$ cat src/rtl/bmf_pkg.sv
package bmf_pkg;
  typedef struct packed {
    logic wr_narrow;
    logic rd_narrow;
    logic little;
  } bmf_cfg_t;
endpackage

$ cat src/rtl/bmf_cfg_latch.sv
module bmf_cfg_latch
  import bmf_pkg::*;
(
  input  logic     clk,
  input  logic     rst_n,
  input  logic     load,
  input  bmf_cfg_t cfg_d,
  output bmf_cfg_t cfg_q
);
  bmf_cfg_t cfg_n;

  always_comb begin
    cfg_n = cfg_q;
    if (load) cfg_n = cfg_d;
  end

  always_ff @(posedge clk or negedge rst_n) begin
    if (!rst_n) cfg_q <= '0;
    else        cfg_q <= cfg_n;
  end


  cfg_hold_chk: assert property (@(posedge clk) disable iff (!rst_n)
    !load |=> $stable(cfg_q));
endmodule

$ cat src/rtl/bmf_occupancy.sv
module bmf_occupancy #(
  parameter int DEPTH = 16,
  localparam int AW = $clog2(DEPTH),
  localparam int CW = AW + 1
) (
  input  logic          clk,
  input  logic          rst_n,
  input  logic          clr,
  input  logic          wr_req,
  input  logic          rd_req,
  input  logic          wr_two,
  input  logic          rd_two,
  output logic [AW-1:0] wptr,
  output logic [AW-1:0] rptr,
  output logic          wr_fire,
  output logic          rd_fire,
  output logic          full,
  output logic          empty
);
  logic [CW-1:0] count, count_n, wsz, rsz, free;
  logic [AW-1:0] wptr_n, rptr_n;

  assign wsz     = wr_two ? CW'(2) : CW'(1);
  assign rsz     = rd_two ? CW'(2) : CW'(1);
  assign free    = CW'(DEPTH) - count;
  assign full    = free < wsz;
  assign empty   = count < rsz;
  assign wr_fire = wr_req && !full && !clr;
  assign rd_fire = rd_req && !empty && !clr;

  always_comb begin
    wptr_n  = wptr;
    rptr_n  = rptr;
    count_n = count;
    if (clr) begin
      wptr_n  = '0;
      rptr_n  = '0;
      count_n = '0;
    end else begin
      if (wr_fire) wptr_n = wptr + wsz[AW-1:0];
      if (rd_fire) rptr_n = rptr + rsz[AW-1:0];
      count_n = count + (wr_fire ? wsz : '0) - (rd_fire ? rsz : '0);
    end
  end

  always_ff @(posedge clk or negedge rst_n) begin
    if (!rst_n) begin
      wptr  <= '0;
      rptr  <= '0;
      count <= '0;
    end else begin
      wptr  <= wptr_n;
      rptr  <= rptr_n;
      count <= count_n;
    end
  end


  occ_bound_chk: assert property (@(posedge clk) disable iff (!rst_n)
    count <= CW'(DEPTH));

  no_overflow_chk: assert property (@(posedge clk) disable iff (!rst_n)
    (full && wr_req && !rd_req && !clr) |=> $stable(count));

  no_underflow_chk: assert property (@(posedge clk) disable iff (!rst_n)
    (empty && rd_req && !wr_req && !clr) |=> $stable(count));

  clear_chk: assert property (@(posedge clk) disable iff (!rst_n)
    clr |=> (count == '0));
endmodule

$ cat src/rtl/bmf_byte_ram.sv
module bmf_byte_ram #(
  parameter int BYTE_W = 9,
  parameter int DEPTH  = 16,
  localparam int AW = $clog2(DEPTH)
) (
  input  logic              clk,
  input  logic              we,
  input  logic              we_two,
  input  logic [AW-1:0]     waddr,
  input  logic [BYTE_W-1:0] wb0,
  input  logic [BYTE_W-1:0] wb1,
  input  logic [AW-1:0]     raddr,
  output logic [BYTE_W-1:0] rb0,
  output logic [BYTE_W-1:0] rb1
);
  logic [BYTE_W-1:0] mem [DEPTH];
  logic [AW-1:0]     waddr_p1;
  logic [BYTE_W-1:0] rlane [2];

  assign waddr_p1 = waddr + AW'(1);

  always_ff @(posedge clk) begin
    if (we) begin
      mem[waddr] <= wb0;
      if (we_two) mem[waddr_p1] <= wb1;
    end
  end

  for (genvar k = 0; k < 2; k++) begin : g_rlane
    logic [AW-1:0] a;
    assign a        = raddr + AW'(k);
    assign rlane[k] = mem[a];
  end

  assign rb0 = rlane[0];
  assign rb1 = rlane[1];
endmodule

$ cat src/rtl/bmf_top.sv
module bmf_top
  import bmf_pkg::*;
#(
  parameter int BYTE_W = 9,
  parameter int DEPTH  = 16,
  localparam int WORD_W = 2 * BYTE_W,
  localparam int AW     = $clog2(DEPTH)
) (
  input  logic              clk,
  input  logic              rst_n,
  input  logic              mrst,
  input  logic              prst,
  input  logic              cfg_wr_narrow,
  input  logic              cfg_rd_narrow,
  input  logic              cfg_little,
  input  logic              wr_en,
  input  logic [WORD_W-1:0] wr_data,
  output logic              full,
  input  logic              rd_en,
  output logic [WORD_W-1:0] rd_data,
  output logic              empty
);
  bmf_cfg_t          cfg_d, cfg_q;
  logic              clr, wr_fire, rd_fire;
  logic [AW-1:0]     wptr, rptr;
  logic [BYTE_W-1:0] wb0, wb1, rb0, rb1;
  logic [BYTE_W-1:0] w_hi, w_lo;

  assign cfg_d = '{wr_narrow: cfg_wr_narrow, rd_narrow: cfg_rd_narrow, little: cfg_little};
  assign clr   = mrst || prst;

  bmf_cfg_latch u_cfg (
    .clk(clk), .rst_n(rst_n), .load(mrst), .cfg_d(cfg_d), .cfg_q(cfg_q)
  );

  bmf_occupancy #(.DEPTH(DEPTH)) u_occ (
    .clk(clk), .rst_n(rst_n), .clr(clr),
    .wr_req(wr_en), .rd_req(rd_en),
    .wr_two(!cfg_q.wr_narrow), .rd_two(!cfg_q.rd_narrow),
    .wptr(wptr), .rptr(rptr), .wr_fire(wr_fire), .rd_fire(rd_fire),
    .full(full), .empty(empty)
  );

  assign w_hi = wr_data[WORD_W-1:BYTE_W];
  assign w_lo = wr_data[BYTE_W-1:0];

  // Write split: wb0 is the earlier byte of the byte stream.
  always_comb begin
    wb0 = w_lo;
    wb1 = w_hi;
    if (!cfg_q.wr_narrow && !cfg_q.little) begin
      wb0 = w_hi;
      wb1 = w_lo;
    end
  end

  bmf_byte_ram #(.BYTE_W(BYTE_W), .DEPTH(DEPTH)) u_ram (
    .clk(clk), .we(wr_fire), .we_two(!cfg_q.wr_narrow),
    .waddr(wptr), .wb0(wb0), .wb1(wb1),
    .raddr(rptr), .rb0(rb0), .rb1(rb1)
  );

  // Read pack: rb0 is the earlier byte.
  always_comb begin
    if (cfg_q.rd_narrow)  rd_data = {{BYTE_W{1'b0}}, rb0};
    else if (cfg_q.little) rd_data = {rb1, rb0};
    else                   rd_data = {rb0, rb1};
  end


  mrst_empty_chk: assert property (@(posedge clk) disable iff (!rst_n)
    mrst |=> (empty && !full));

  prst_keep_cfg_chk: assert property (@(posedge clk) disable iff (!rst_n)
    (prst && !mrst) |=> (empty && $stable(cfg_q)));

  narrow_pad_chk: assert property (@(posedge clk) disable iff (!rst_n)
    (cfg_q.rd_narrow && !empty) |-> (rd_data[WORD_W-1:BYTE_W] == '0));
endmodule

$ cat config.mk
export PLATFORM = sky130hd
export DESIGN_NAME = bmf_top
export DESIGN_NICKNAME = d
export VERILOG_FILES = /design/src/rtl/bmf_pkg.sv /design/src/rtl/bmf_cfg_latch.sv /design/src/rtl/bmf_occupancy.sv /design/src/rtl/bmf_byte_ram.sv /design/src/rtl/bmf_top.sv
export SDC_FILE = /design/constraint.sdc
export NUM_CORES = 1
export LEC_CHECK = 0
export BUFFER_PORTS_ARGS = -buffer_cell sky130_fd_sc_hd__buf_2
export CAP_MARGIN = 15
export CORE_UTILIZATION = 25
export DETAILED_ROUTE_END_ITERATION = 10
export PLACE_DENSITY = 0.41
export SYNTH_ARGS = -nofsm -noshare
export SYNTH_HDL_FRONTEND = slang
export SYNTH_HIERARCHICAL = 1
export SYNTH_SLANG_ARGS = --single-unit
$ cat constraint.sdc
create_clock -name clk -period 3.4 [get_ports clk]
set_clock_uncertainty 0.05 [all_clocks]
set_input_delay 0.68 -clock clk [delete_from_list [all_inputs] [get_ports clk]]
set_output_delay 0.68 -clock clk [all_outputs]
set_load 0.005 [all_outputs]
* Word-level counts from Yosys, hierarchy flattened
Memory sizes are Yosys's and may differ from the RTL's.
Cells that the tools add are included.
** Operators by class
- Add/sub/neg operators :: 7
- Magnitude comparators :: 2
- Multiplexer cells :: 18
- Reduce and logical (&&, ||, !) cells :: 13
** Operators by type and width (number)
- $mux 18 :: 2
- $mux 9 :: 2
- $mux 4 :: 4
- $mux 5 :: 3
- $lt 5x5->1 :: 2
- $add 4x1->4 const B :: 2
- $add 4x4->4 :: 2
- $add 5x5->5 :: 1
- $logic_and 1x1->1 :: 5
- $logic_not 1->1 :: 5
- $mux 1 :: 5
- $sub 5x5->5 :: 1
- $sub 5x5->5 const A :: 1
- $mux 2 :: 2
- $reduce_bool 2->1 :: 2
- $logic_or 1x1->1 :: 1
** Storage, ports and cells
- Bits in registers :: 16
- Memory bits (writable) :: 144
- Bits of input ports :: 27
- Output and inout port bits :: 20
- Word-level logic and storage cells :: 47
- Memories kept :: 1
** Memories
- u_ram.mem :: depth 16, bits a word 9, read ports 2, clocked after Yosys merged registers in 0, wr ports 2, RTL line bmf_byte_ram.sv:16 : logic [BYTE_W-1:0] mem [DEPTH];

* Depth between registers and ports, before layout
Gate-level depths: netlist (run 1).
- Depth in word-level cells :: 9
- Mapped depth :: 16
- Depth with buffers taken out :: 16

* Hierarchy
Netlist (run 1), hierarchy kept.
** Modules (own cells, without submodules)
- bmf_byte_ram :: instances 1, cells each 535, area each 8633.3 um^2, seq. area each 4324.1 um^2
- bmf_occupancy :: instances 1, cells each 110, area each 1067.3 um^2, seq. area each 325.3 um^2
- bmf_top :: instances 1, cells each 53, area each 533.0 um^2, seq. area each 0.0 um^2
- bmf_cfg_latch :: instances 1, cells each 6, area each 108.9 um^2, seq. area each 75.1 um^2

* Least setup slack after synthesis (run 1)
OpenSTA, ideal clock, no wires.
- Path kind :: reg-to-reg
- Start point :: register u_cfg/cfg_q[1] (netlist name)
- End point :: register u_occ.count[4]
- Arrival time :: 3.313 ns
- Data required time :: 3.214 ns
- Setup slack :: -0.098 ns
- Cell stages (with the launch flop) :: 17
- Path buffers :: 1
- Period minus slack after synthesis :: 3.498 ns
- Path through :: dfrtp_1 clkbuf_1 inv_1 inv_1 ha_1 or3b_2 o21ai_1 nor3_1 ha_1 inv_1 ha_1 inv_1 fa_1 nand2b_1 a21oi_1 or3_1 a21oi_1
** On the way
- Longest elaborated chain between the ends :: 8
** RTL lines
- $mux 2 * :: RTL line bmf_occupancy.sv:24 : assign rsz = rd_two ? CW'(2) : CW'(1);
- $lt 5x5->1 :: RTL line bmf_occupancy.sv:27 : assign empty = count < rsz;
- $logic_not 1->1 :: RTL line bmf_occupancy.sv:29 : assign rd_fire = rd_req && !empty && !clr;
- $logic_and 1x1->1 (2 in series) :: RTL line bmf_occupancy.sv:29
- $mux 5 * :: RTL line bmf_occupancy.sv:42 : count_n = count + (wr_fire ? wsz : '0) - (rd_fire ? rsz : '0);
- $sub 5x5->5 * :: RTL line bmf_occupancy.sv:42
- $mux 5 * :: RTL line bmf_occupancy.sv:35 : if (clr) begin
- named net u_occ.count_n[4] :: RTL line bmf_occupancy.sv:20 : logic [CW-1:0] count, count_n, wsz, rsz, free;
- to (signal assigned) :: RTL line bmf_occupancy.sv:54 : count <= count_n;
- to (decl) :: RTL line bmf_occupancy.sv:20
The timed path passes the listed nets; every way through them passes the cells marked *.
A chain may end at the register's enable or synchronous reset.

* Final worst setup path (run 1)
- Start point :: register u_occ.rptr[0]
- End point :: output rd_data[12]
** On the way
- Longest elaborated chain between the ends :: 4
** RTL lines
- from (decl) :: RTL line bmf_occupancy.sv:14 : output logic [AW-1:0] rptr,
- from (signal assigned) :: RTL line bmf_occupancy.sv:53 : rptr <= rptr_n;
- $add 4x1->4 :: RTL line bmf_byte_ram.sv:31 : assign a = raddr + AW'(k);
- $mem_v2 16x9
- named net rb1[3] :: RTL line bmf_top.sv:26 : logic [BYTE_W-1:0] wb0, wb1, rb0, rb1;
- $mux 18 :: RTL line bmf_top.sv:66 : else if (cfg_q.little) rd_data = {rb1, rb0};
- $mux 18 :: RTL line bmf_top.sv:65 : if (cfg_q.rd_narrow) rd_data = {{BYTE_W{1'b0}}, rb0};
- to (decl) :: RTL line bmf_top.sv:20 : output logic [WORD_W-1:0] rd_data,
The timed path passes the listed nets, and every way through them passes these cells.

==> results.md, run 1 <==
- Status: complete, but fails checks
- Failing checks: setup timing
- Antenna cells: 0
- Critical path buffers and inverters: 3
- DR DRC count: 0
- CTS Sinks: 160
- Vias in the first global route: 6689
- Layout cells sized above 1: 55.7%
- Yosys Warn Count: 6
- Clk pwr share: 36.7%
- Placer Congestion: 0.737
- Core area: 40800 um2
- Pre-antenna DRT Iters: 5
- P_sw: 1530 uW
- Pwr per Cell Area: 413 nW/um2
- Area leader, netlist: edfxtp_1
- Sequential cell area fraction in the yosys report: 45.7%
- First-pass GRT wire length: 49100 um
- Critical path capture point type: output pin
- Synth Area per Inst: 14.7 um2
- Critical Path RT: 2.67 ns
- Max Slew Vio Count: 0
- Synth cell types: 52
- Post-synth EDFFs: 144
- Startpoint Class: flop
- Mapped Cells: 704
- DR vias: 6744
- TritonCTS clock tree: built
- Die X: 205 um
- Most frequent cells in the layout: 156 x mux2_2, 144 x edfxtp_1, 64 x buf_4
- Setup WS post-layout: -0.00162 ns
- Shortest period the worst path allows: 3.40 ns
- Max cap viols: 0
- Ranking of synthesized cells by area: edfxtp_1 42%, mux2_2 17%, mux4_2 14%
- GRT Util Overall: 16.8%
- Antenna-violating nets left: 0
- Final nets: 854
- Clock slew at reported path FFs: 0.07 ns
- Mapped Area: 10300 um2
- Port-buffer cells: 46
- RSZ-0062 raised after global routing: yes
- Share of Yosys cell area claimed by the top area cell type: 41.8%
- Initial antenna violation count: 0
- Dpl hpwl: 21400 um
- CP most frequent cell: buf_12
- Leakage power: 0.00439 uW
- Power share of the combinational group: 21.5%
- Synth async-reset ratio: 10.0%
- Peak Freq: 294 MHz
- Total area of sequential cells: 4730 um2
- Drt total wl: 34800 um
- Synth-to-layout area growth: 25.1%
- FILL cells: 4083
- Multi-input gate area: 5530 um2
- Slew margin rel.: 45.8%
- Gr ovfl total: 0
- Final cell count without fillers: 1353
- Internal power: 3810 uW
- Initial DRC count: 531
- I/O pin total: 47
- Root buffer cell: clkbuf_16
- Die Ht: 205 um
- Final Cycle Share: 100%
- Largest net degree at the start of global routing: 26
- Critical Path AT: 2.67 ns
- H-tree lvl count: 4
- Min-Delay Path Class: input port to asynchronous set/reset pin
- FP Rows: 74
- Avg Vias per Cell: 4.98
- Die ar.: 42200 um2
- Slowest cell delay on critical path: 0.52 ns
- WL per Instance: 25.7 um
- Number of synthesized register bits: 160
- VDD IR-drop max: 276 uV
- Final hold slack: 0.118 ns
- Clock latency on the worst-skew pair: 0.44 ns
- Num CTS Buffers: 17
- Crit path max fanout: 6
- Syn nets: 750
- Worst slew pin tran: 0.809 ns
- Reg2reg setup slack: 0.18 ns
- Final setup vio count: 1
- Flop pwr share: 41.8%
- Final hold vios: 0
- Switching share of power: 28.6%
- Crit-path leading delay family: multiplexers
- Commonest non-fill, non-tap cell in the layout: mux2_2
- Post-synth top flop: edfxtp_1
- Hold Buf Count CTS: 0
- Crit Path Category: flop to output pin
- Placed cells: 1291
- Crit-path slowest cell: dfrtp_4
- CP Cell Sequence: ha_4 > xor2_4 > buf_12 > buf_12 > mux4_2 > mux2i_4 > mux2i_1 > nor2_1 > buf_2
- CTS Buffer Depth: 2
- Initial Util: 25.3%
layer usage:
| metal | part of all wire (%) | track usage, % |
|---|---|---|
| met5 | 0 | 0 |
| met4 | 1.3 | 3.94 |
| met3 | 4.3 | 2.63 |
| met2 | 48 | 27.1 |
| met1 | 47 | 23.4 |
power by group through the flow:
stage                     sequential (uW)  combinational [uW]  clock [uW]
after floorplan                      2260                 701           0
after global placement               2270                1000           0
after detailed placement             2270                1000           0
after CTS                            2230                1080        2020
after global routing                 2240                1240        2090
final                                2230                1150        1960
Yosys cell counts, types with 2 or more instances:
| master | number |
|---|---|
| nand2_1 | 10 |
| nor3_1 | 3 |
| and2_1 | 2 |
| a311o_1 | 2 |
| nor2b_1 | 4 |
| nand4b_1 | 2 |
| buf_1 | 6 |
| mux2i_1 | 67 |
| buf_2 | 12 |
| dfrtp_1 | 16 |
| mux2_4 | 19 |
| edfxtp_1 | 144 |
| nor2_2 | 3 |
| a21o_1 | 4 |
| a21oi_1 | 4 |
| nand3b_1 | 5 |
| o22ai_1 | 4 |
| or2_2 | 2 |
| o21ai_0 | 3 |
| nor2_1 | 43 |
| nand3_1 | 5 |
| a22oi_1 | 18 |
| mux2_2 | 156 |
| ha_1 | 15 |
| nor3b_1 | 2 |
| clkbuf_1 | 33 |
| mux4_2 | 63 |
| buf_6 | 3 |
| xor2_1 | 4 |
| inv_1 | 18 |
| fa_1 | 4 |
| o21a_1 | 2 |
| nand2b_1 | 6 |
| xnor2_1 | 2 |
final timing paths:
path,startpoint,endpoint,cells after the start
min,rst_n,u_occ/count[4]$_DFF_PN0_,1
min reg2reg,u_cfg/cfg_q[2]$_DFFE_PN0P_,u_cfg/cfg_q[2]$_DFFE_PN0P_,2
max in group asynchronous,rst_n,u_occ/rptr[0]$_DFFE_PN0P_,1
max reg2reg,u_occ/count[0]$_DFF_PN0_,u_occ/count[4]$_DFF_PN0_,12
max,u_occ/rptr[0]$_DFFE_PN0P_,rd_data[12],9
min in group clk,cfg_rd_narrow,u_cfg/cfg_q[1]$_DFFE_PN0P_,2
state kept, by name (all words and copies together) (netlist names):
register / flops
u_occ/count: 5
u_occ/wptr: 4
u_occ/rptr: 4
u_ram/mem: 144
u_cfg/cfg_q: 3
area by class of cell:
cell class | count | share of cell area, %
multi-input cells | 471 | 42.7
clock inverters | 15 | 1.14
flip-flops and latches | 160 | 36.6
clock buffers | 17 | 3.29
inverters | 18 | 0.522
well taps | 532 | 5.14
repair buffers | 140 | 10.6
stage by stage:
stage | area [um2] | TNS [ns] | power, uW | setup WS [ns] | utilization (%)
after floorplan | 10300 | -0.00750 | 2960 | -0.00750 | -
after global placement | 11600 | 0 | 3270 | 0.0752 | 28.4
after detailed placement | 11600 | 0 | 3280 | 0.0423 | 28.4
after CTS | 12600 | -0.158 | 5330 | -0.0492 | 30.8
after global routing | 12900 | -0.677 | 5560 | -0.124 | 31.7
final | 12900 | -0.00162 | 5340 | -0.00162 | 31.7
cell families (layout without fill, tap and decap cells):
logic type / after synthesis / after routing / synth area share (%)
and+or+nand+nor: 95 / 95 / 4.85
AOI/OAI and AO/OA: 45 / 45 / 3.22
DFF: 160 / 160 / 45.7
buffers and inverters: 73 / 190 / 3.05
muxes: 305 / 305 / 39.9
xor gates and xnor gates: 7 / 7 / 0.665
adders and majority gates: 19 / 19 / 2.59
repair_timing:
item                                    in CTS  in global routing
buffers inserted                             9                 13
resized for setup                           31                 33
endpoints found under the setup margin      18                111
pin swaps                                    0                  6
cloned                                       6                  4
(Power assumes the default switching activity.)
==> run 2, diff against run 1 <==
clock period = 2.9 ns   (was 3.4 ns; I/O delays follow)
==> run 2 against run 1 <==
The flow still finishes with violations (setup timing); global-route usage rose by 1.4 points; non-clock buffer count rose by 56; sequential power rose by 17%; register-to-register slack got worse by 0.54 ns; total power rose by 23%; first-iteration DRC count rose by 19%; worst setup slack got worse by 0.43 ns; critical path depth did not move; wire length rose by 10%; critical path type unchanged.
==> results.md, run 2 (synthesis results as in run 1) <==
- Status: complete, but fails checks (unchanged)
- Failing checks: setup timing (unchanged)
- DR vias: 7431 (was 6744)
- Peak Freq: 300 MHz
- I/O pin total: 47 (unchanged)
- CTS Buffer Depth: 2 (unchanged)
- Core area: 40800 um2 (unchanged)
- FP Rows: 74 (unchanged)
- Critical path capture point type: output pin (unchanged)
- Layout cells sized above 1: 62.4% (was 55.7%)
- Num CTS Buffers: 17 (unchanged)
- Critical Path RT: 2.27 ns (was 2.67 ns)
- Initial antenna violation count: 0 (unchanged)
- Placer Congestion: 0.835 (was 0.737)
- Placed cells: 1339 (was 1291)
- H-tree lvl count: 4 (unchanged)
- Final Cycle Share: 115%
- Antenna-violating nets left: 0 (unchanged)
- CTS Sinks: 160 (unchanged)
- Clock slew at reported path FFs: 0.07 ns (about the same)
- Avg Vias per Cell: 5.27 (was 4.98)
- Multi-input gate area: 6320 um2 (was 5530 um2)
- Clock latency on the worst-skew pair: 0.43 ns (was 0.44 ns)
- Max cap viols: 0 (unchanged)
- Most flop-heavy register: u_ram/mem (unchanged)
- VDD IR-drop max: 333 uV (was 276 uV)
- Max Slew Vio Count: 0 (unchanged)
- Gr ovfl total: 0 (unchanged)
- Hold Buf Count CTS: 0 (unchanged)
- DP Worst Slack: -0.260 ns (was 0.0423 ns)
- Die Ht: 205 um (unchanged)
- Final nets: 911 (was 854)
- Worst slew pin tran: 1.24 ns (was 0.809 ns)
- Pwr per Cell Area: 447 nW/um2 (was 413 nW/um2)
- Dpl hpwl: 24200 um (was 21400 um)
- Fin util: 35.8% (was 31.7%)
- Leakage power: 0.00535 uW (was 0.00439 uW)
- Startpoint Class: flop (unchanged)
- Antenna cells: 0 (unchanged)
- Largest net degree at the start of global routing: 21 (was 26)
- Total Power: 6540 uW (was 5340 uW)
- Final hold vios: 0 (unchanged)
- WL per Instance: 27.2 um (was 25.7 um)
- Initial DRC count: 630 (was 531)
- Root buffer cell: clkbuf_16 (unchanged)
- Shortest period the worst path allows: 3.33 ns
- Critical Path AT: 2.70 ns (was 2.67 ns)
- Max reg flops: 144 (unchanged)
- Vias in the first global route: 7747 (was 6689)
- Crit path max fanout: 12 (was 6)
- Final cell count without fillers: 1410 (was 1353)
- Commonest non-fill, non-tap cell in the layout: mux2_4 (was mux2_2)
- Initial Util: 25.3% (unchanged)
- Min-Delay Path Class: input port to asynchronous set/reset pin (unchanged)
- Pre-antenna DRT Iters: 5 (unchanged)
- DR DRC count: 0 (unchanged)
- Die ar.: 42200 um2 (unchanged)
- Slew margin rel.: 16.7% (was 45.8%)
- Die X: 205 um (unchanged)
- Setup WS post-layout: -0.434 ns (was -0.00162 ns)
- Drt total wl: 38400 um (was 34800 um)
- Top Registers: u_ram/mem x144, u_occ/count x5 (unchanged)
- Crit Path Category: flop to output pin (unchanged)
- GRT Util Overall: 18.1% (was 16.8%)
- Synth-to-layout area growth: 41.5% (was 25.1%)
- Port-buffer cells: 46 (unchanged)
- Most frequent cells in the layout: 154 x mux2_4, 144 x edfxtp_1, 63 x mux4_2 (was 156 x mux2_2, 144 x edfxtp_1, 64 x buf_4)
- FILL cells: 3851 (was 4083)
- First-pass GRT wire length: 53900 um (was 49100 um)
- RSZ-0062 raised after global routing: yes (unchanged)
- Final setup vio count: 198 (was 1)
- Total area of sequential cells: 4730 um2 (about the same)
- TritonCTS clock tree: built (unchanged)
## run 2: cell types whose count changed in the layout (fill, tap and decap cells not counted), sizes merged
cell      previous run  this run
or4b                 1         2
inv                 27        25
clkinvlp             3         2
clkbuf              21        22
buf                136       189
clkinv               2         4
bufbuf               0         3
## run 2: power breakdown
group	internal (uW)	switching, uW
Combinational	894	770
Clock	1210	1050
Sequential	2580	42.0
## run 2: what timing repair did
item	CTS	global route
endpoints found under the setup margin	129	295
gates cloned	10	6
setup buffers	14	12
resized for setup	164	161
pin swaps	24	33
## run 2: per-stage QoR
step	hold WS, ns	TNS, ns	area (um2)
4_1_cts	0.0251	-17.42	13900
6_report	0.0228	-26.40	14600
3_5_place_dp	0.489	-13.09	12200
2_1_floorplan	0.234	-8.23	10400
3_3_place_gp	0.480	-6.02	12200
5_1_grt	0.0380	-46.81	14600
## run 2: layer usage
| metal | routed length, um | global-route usage, % | vias to the layer above |
|---|---|---|---|
| met5 | 0 | 0 | - |
| met4 | 1060 | 4.95 | 0 |
| met3 | 1530 | 2.34 | 64 |
| met2 | 18500 | 31.0 | 256 |
| met1 | 17200 | 23.9 | 4012 |
| li1 | - | - | 3099 |
## run 2: worst max-delay path, cell delays in order (launching register included)
cell     delay, ns
dfrtp_4       0.50
buf_6         0.18
buf_16        0.18
buf_8         0.16
mux2i_1       0.13
mux4_2        0.53
mux2i_2       0.21
mux2i_1       0.10
nor2_1        0.14
buf_2         0.14
## run 2: layout make-up
cell class              count  area share (%)
clock buffers              18            2.93
clock inverters            14           0.975
repair buffers            196            15.6
inverters                  18           0.496
flip-flops and latches    160            32.3
well taps                 532            4.55
multi-input cells         472            43.2
## run 2: path summary, 6_finish.rpt
path | cells after the start | from | endpoint | slack [ns]
max reg2reg | 10 | u_occ/count[0]$_DFF_PN0_ | u_ram/mem[1][0]$_DFFE_PP_ | -0.36
min | 1 | rst_n | u_occ/wptr[0]$_DFFE_PN0P_ | 0.02
min in group clk | 2 | cfg_rd_narrow | u_cfg/cfg_q[1]$_DFFE_PN0P_ | 0.34
min reg2reg | 2 | u_cfg/cfg_q[2]$_DFFE_PN0P_ | u_cfg/cfg_q[2]$_DFFE_PN0P_ | 0.59
max | 9 | u_occ/rptr[0]$_DFFE_PN0P_ | rd_data[15] | -0.43
max in group asynchronous | 1 | rst_n | u_occ/rptr[0]$_DFFE_PN0P_ | 2.46
==> run 3, diff against run 2 <==
CORE_UTILIZATION = 57   (was 25)
PLACE_DENSITY = 0.78   (was 0.41)
==> run 3 against run 2 <==
The run still ends with setup timing left; non-clock buffer count decreased by 26; critical endpoint is now rd_data[6]; largest cell class unchanged; critical path type unchanged; final cell count is 24% lower; worst hold slack got worse by 0.011 ns; fmax shrank 3.9%; sequential power barely moved; sequential share of layout area up 2.9 points.
==> results.md, run 3 (synthesis results as in run 1) <==
- Status: complete, but fails checks (unchanged)
- Failing checks: setup timing (unchanged)
- Port-buffer cells: 46 (unchanged)
- Startpoint Class: flop (unchanged)
- H-tree lvl count: 4 (unchanged)
- Slowest cell delay on critical path: 0.55 ns (was 0.53 ns)
- Final Cycle Share: 120% (was 115%)
- Critical path buffers and inverters: 2 (was 4)
- Reg2reg start: u_occ/count[1]$_DFF_PN0_ (was u_occ/count[0]$_DFF_PN0_)
- Reg2reg setup slack: -0.31 ns (was -0.36 ns)
- Die Ht: 137 um (was 205 um)
- Crit path max fanout: 48 (was 12)
- Clock latency on the worst-skew pair: 0.44 ns (was 0.43 ns)
- Initial DRC count: 890 (was 630)
- Leakage power: 0.00485 uW (was 0.00535 uW)
- VDD IR-drop max: 445 uV (was 333 uV)
- Crit-path slowest cell: mux4_2 (unchanged)
- Most flop-heavy register: u_ram/mem (unchanged)
- Antenna cells: 0 (unchanged)
- Critical Path AT: 2.84 ns (was 2.70 ns)
- Most frequent cells in the layout: 144 x edfxtp_1, 111 x mux2_4, 64 x mux2_2 (was 154 x mux2_4, 144 x edfxtp_1, 63 x mux4_2)
- Total Power: 6390 uW (was 6540 uW)
- Pre-antenna DRT Iters: 6 (was 5)
- Num CTS Buffers: 17 (unchanged)
- Crit-path leading delay family: multiplexers (unchanged)
- WL per Instance: 30.7 um (was 27.2 um)
- Placed cells: 996 (was 1339)
- CTS Buffer Depth: 2 (unchanged)
- Pwr per Cell Area: 476 nW/um2 (was 447 nW/um2)
- Max reg flops: 144 (unchanged)
- CTS Sinks: 160 (unchanged)
- FP Rows: 48 (was 74)
- Final hold vios: 0 (unchanged)
- DR DRC count: 0 (unchanged)
- Die X: 137 um (was 205 um)
- Drt total wl: 33100 um (was 38400 um)
- Placer Congestion: 0.930 (was 0.835)
- Synth-to-layout area growth: 29.8% (was 41.5%)
- Die ar.: 18700 um2 (was 42200 um2)
- I/O pin total: 47 (unchanged)
- DP Worst Slack: -0.335 ns (was -0.260 ns)
- Max Slew Vio Count: 0 (unchanged)
- Initial Util: 59.0% (was 25.3%)
- Critical path capture point type: output pin (unchanged)
- Final cell count without fillers: 1077 (was 1410)
- Fin util: 76.5% (was 35.8%)
- First-pass GRT wire length: 44100 um (was 53900 um)
- Peak Freq: 288 MHz (was 300 MHz)
- CP Cell Sequence: buf_12 > mux4_2 > mux2i_1 > mux2i_2 > mux2_4 > buf_2 (was buf_6 > buf_16 > buf_8 > mux2i_1 > mux4_2 > mux2i_2 > mux2i_1 > nor2_1 > buf_2)
- Initial antenna violation count: 0 (unchanged)
- TritonCTS clock tree: built (unchanged)
- RSZ-0062 raised after global routing: yes (unchanged)
- Setup TNS: -15.48 ns (was -26.40 ns)
- Core area: 17500 um2 (was 40800 um2)
- Min-Delay Path Class: input port to asynchronous set/reset pin (unchanged)
- Commonest non-fill, non-tap cell in the layout: edfxtp_1 (was mux2_4)
- Dpl hpwl: 18200 um (was 24200 um)
- Slew margin rel.: 26.2% (was 16.7%)
- FF-to-FF End: u_occ/count[4]$_DFF_PN0_ (was u_ram/mem[1][0]$_DFFE_PP_)
- Avg Vias per Cell: 7.05 (was 5.27)
- Worst slew pin tran: 1.10 ns (was 1.24 ns)
- DR vias: 7590 (was 7431)
- Clock slew at reported path FFs: 0.07 ns (about the same)
- Setup WS post-layout: -0.569 ns (was -0.434 ns)
- Max cap viols: 0 (unchanged)
- Layout cells sized above 1: 60.0% (was 62.4%)
- Shortest period the worst path allows: 3.47 ns (was 3.33 ns)
- Largest net degree at the start of global routing: 49 (was 21)
- Root buffer cell: clkbuf_16 (unchanged)
- Critical Path RT: 2.27 ns (about the same)
- Final nets: 885 (was 911)
- Final setup vio count: 116 (was 198)
- Vias in the first global route: 7603 (was 7747)
- Antenna-violating nets left: 0 (unchanged)
- Gr ovfl total: 0 (unchanged)
- Worst R2R Path Depth: 14 (was 10)
- Crit Path Category: flop to output pin (unchanged)
- Top Registers: u_ram/mem x144, u_occ/count x5 (unchanged)
- FILL cells: 977 (was 3851)
- GRT Util Overall: 33.3% (was 18.1%)
==> run 3: changes by cell type in the layout (fill, tap and decap cells not counted), moves of 5 or more <==
cell    previous run  this run
mux2_2            21        64
mux2_4           154       111
buf_12            28        17
buf_8             14         4
nor2_1            21        29
nor2_4            22        16
buf_16             7         2
buf_6             44        39
==> run 3: worst reg2reg max path, stage by stage, from the launching register on <==
cell      delay, ns
dfrtp_1        0.39
inv_2          0.08
ha_4           0.21
ha_4           0.25
o21a_1         0.16
nor3_4         0.06
and2_4         0.17
nor4_4         0.26
fa_1           0.49
inv_2          0.08
fa_2           0.21
nand2b_4       0.14
a21oi_4        0.05
or3_4          0.38
a21oi_2        0.14
==> run 3: final cells by class <==
cell class,count,area (um2),area share (%)
Multi-Input combinational cell,472,6090,45.4
Sequential cell,160,4730,35.2
Clock buffer,22,444,3.31
Timing Repair Buffer,170,1690,12.6
Tap cell,225,282,2.10
Clock inverter,10,111,0.830
Inverter,18,72.6,0.541
==> run 3: per-stage QoR <==
stage / hold WS (ns) / instance area (um2)
after floorplan: 0.234 / 10400
after global placement: 0.461 / 11400
after detailed placement: 0.473 / 11400
after CTS: 0.0141 / 12500
after global routing: 0.0370 / 13400
final: 0.0119 / 13400
==> run 3: metal layers <==
metal	global-route usage, %	wire, um	share of wire [%]	up-vias
li1	-	-	-	3043
met1	39.4	12100	36	3849
met2	56.1	16100	49	558
met3	8.00	3220	9.7	140
met4	17.9	1740	5.2	0
met5	0	0	0	-
==> run 3: worst max path at each step <==
| stage | cells past startpoint | startpoint | end |
|---|---|---|---|
| after floorplan | 13 | u_occ/count[0]$_DFF_PN0_ | u_ram/mem[1][0]$_DFFE_PP_ |
| after global placement | 10 | u_occ/count[0]$_DFF_PN0_ | u_ram/mem[1][6]$_DFFE_PP_ |
| after detailed placement | 14 | u_occ/count[0]$_DFF_PN0_ | u_occ/count[4]$_DFF_PN0_ |
| after CTS | 9 | u_occ/rptr[0]$_DFFE_PN0P_ | rd_data[15] |
| after global routing | 6 | u_occ/rptr[0]$_DFFE_PN0P_ | rd_data[6] |
| final | 6 | u_occ/rptr[0]$_DFFE_PN0P_ | rd_data[6] |
==> run 3: where the power goes <==
part,leakage [uW],internal (uW),switching [uW]
Clock,0.000268,1270,926
Combinational,0.00308,825,756
Sequential,0.00151,2580,35.9
==> run 3: timing repair <==
| item | in CTS | in global routing |
|---|---|---|
| pin swaps | 16 | 35 |
| setup buffers | 10 | 30 |
| endpoints found under the setup margin | 65 | 247 |
| gates cloned | 5 | 13 |
| gates resized for setup | 73 | 165 |
| hold buffers | 0 | 0 |
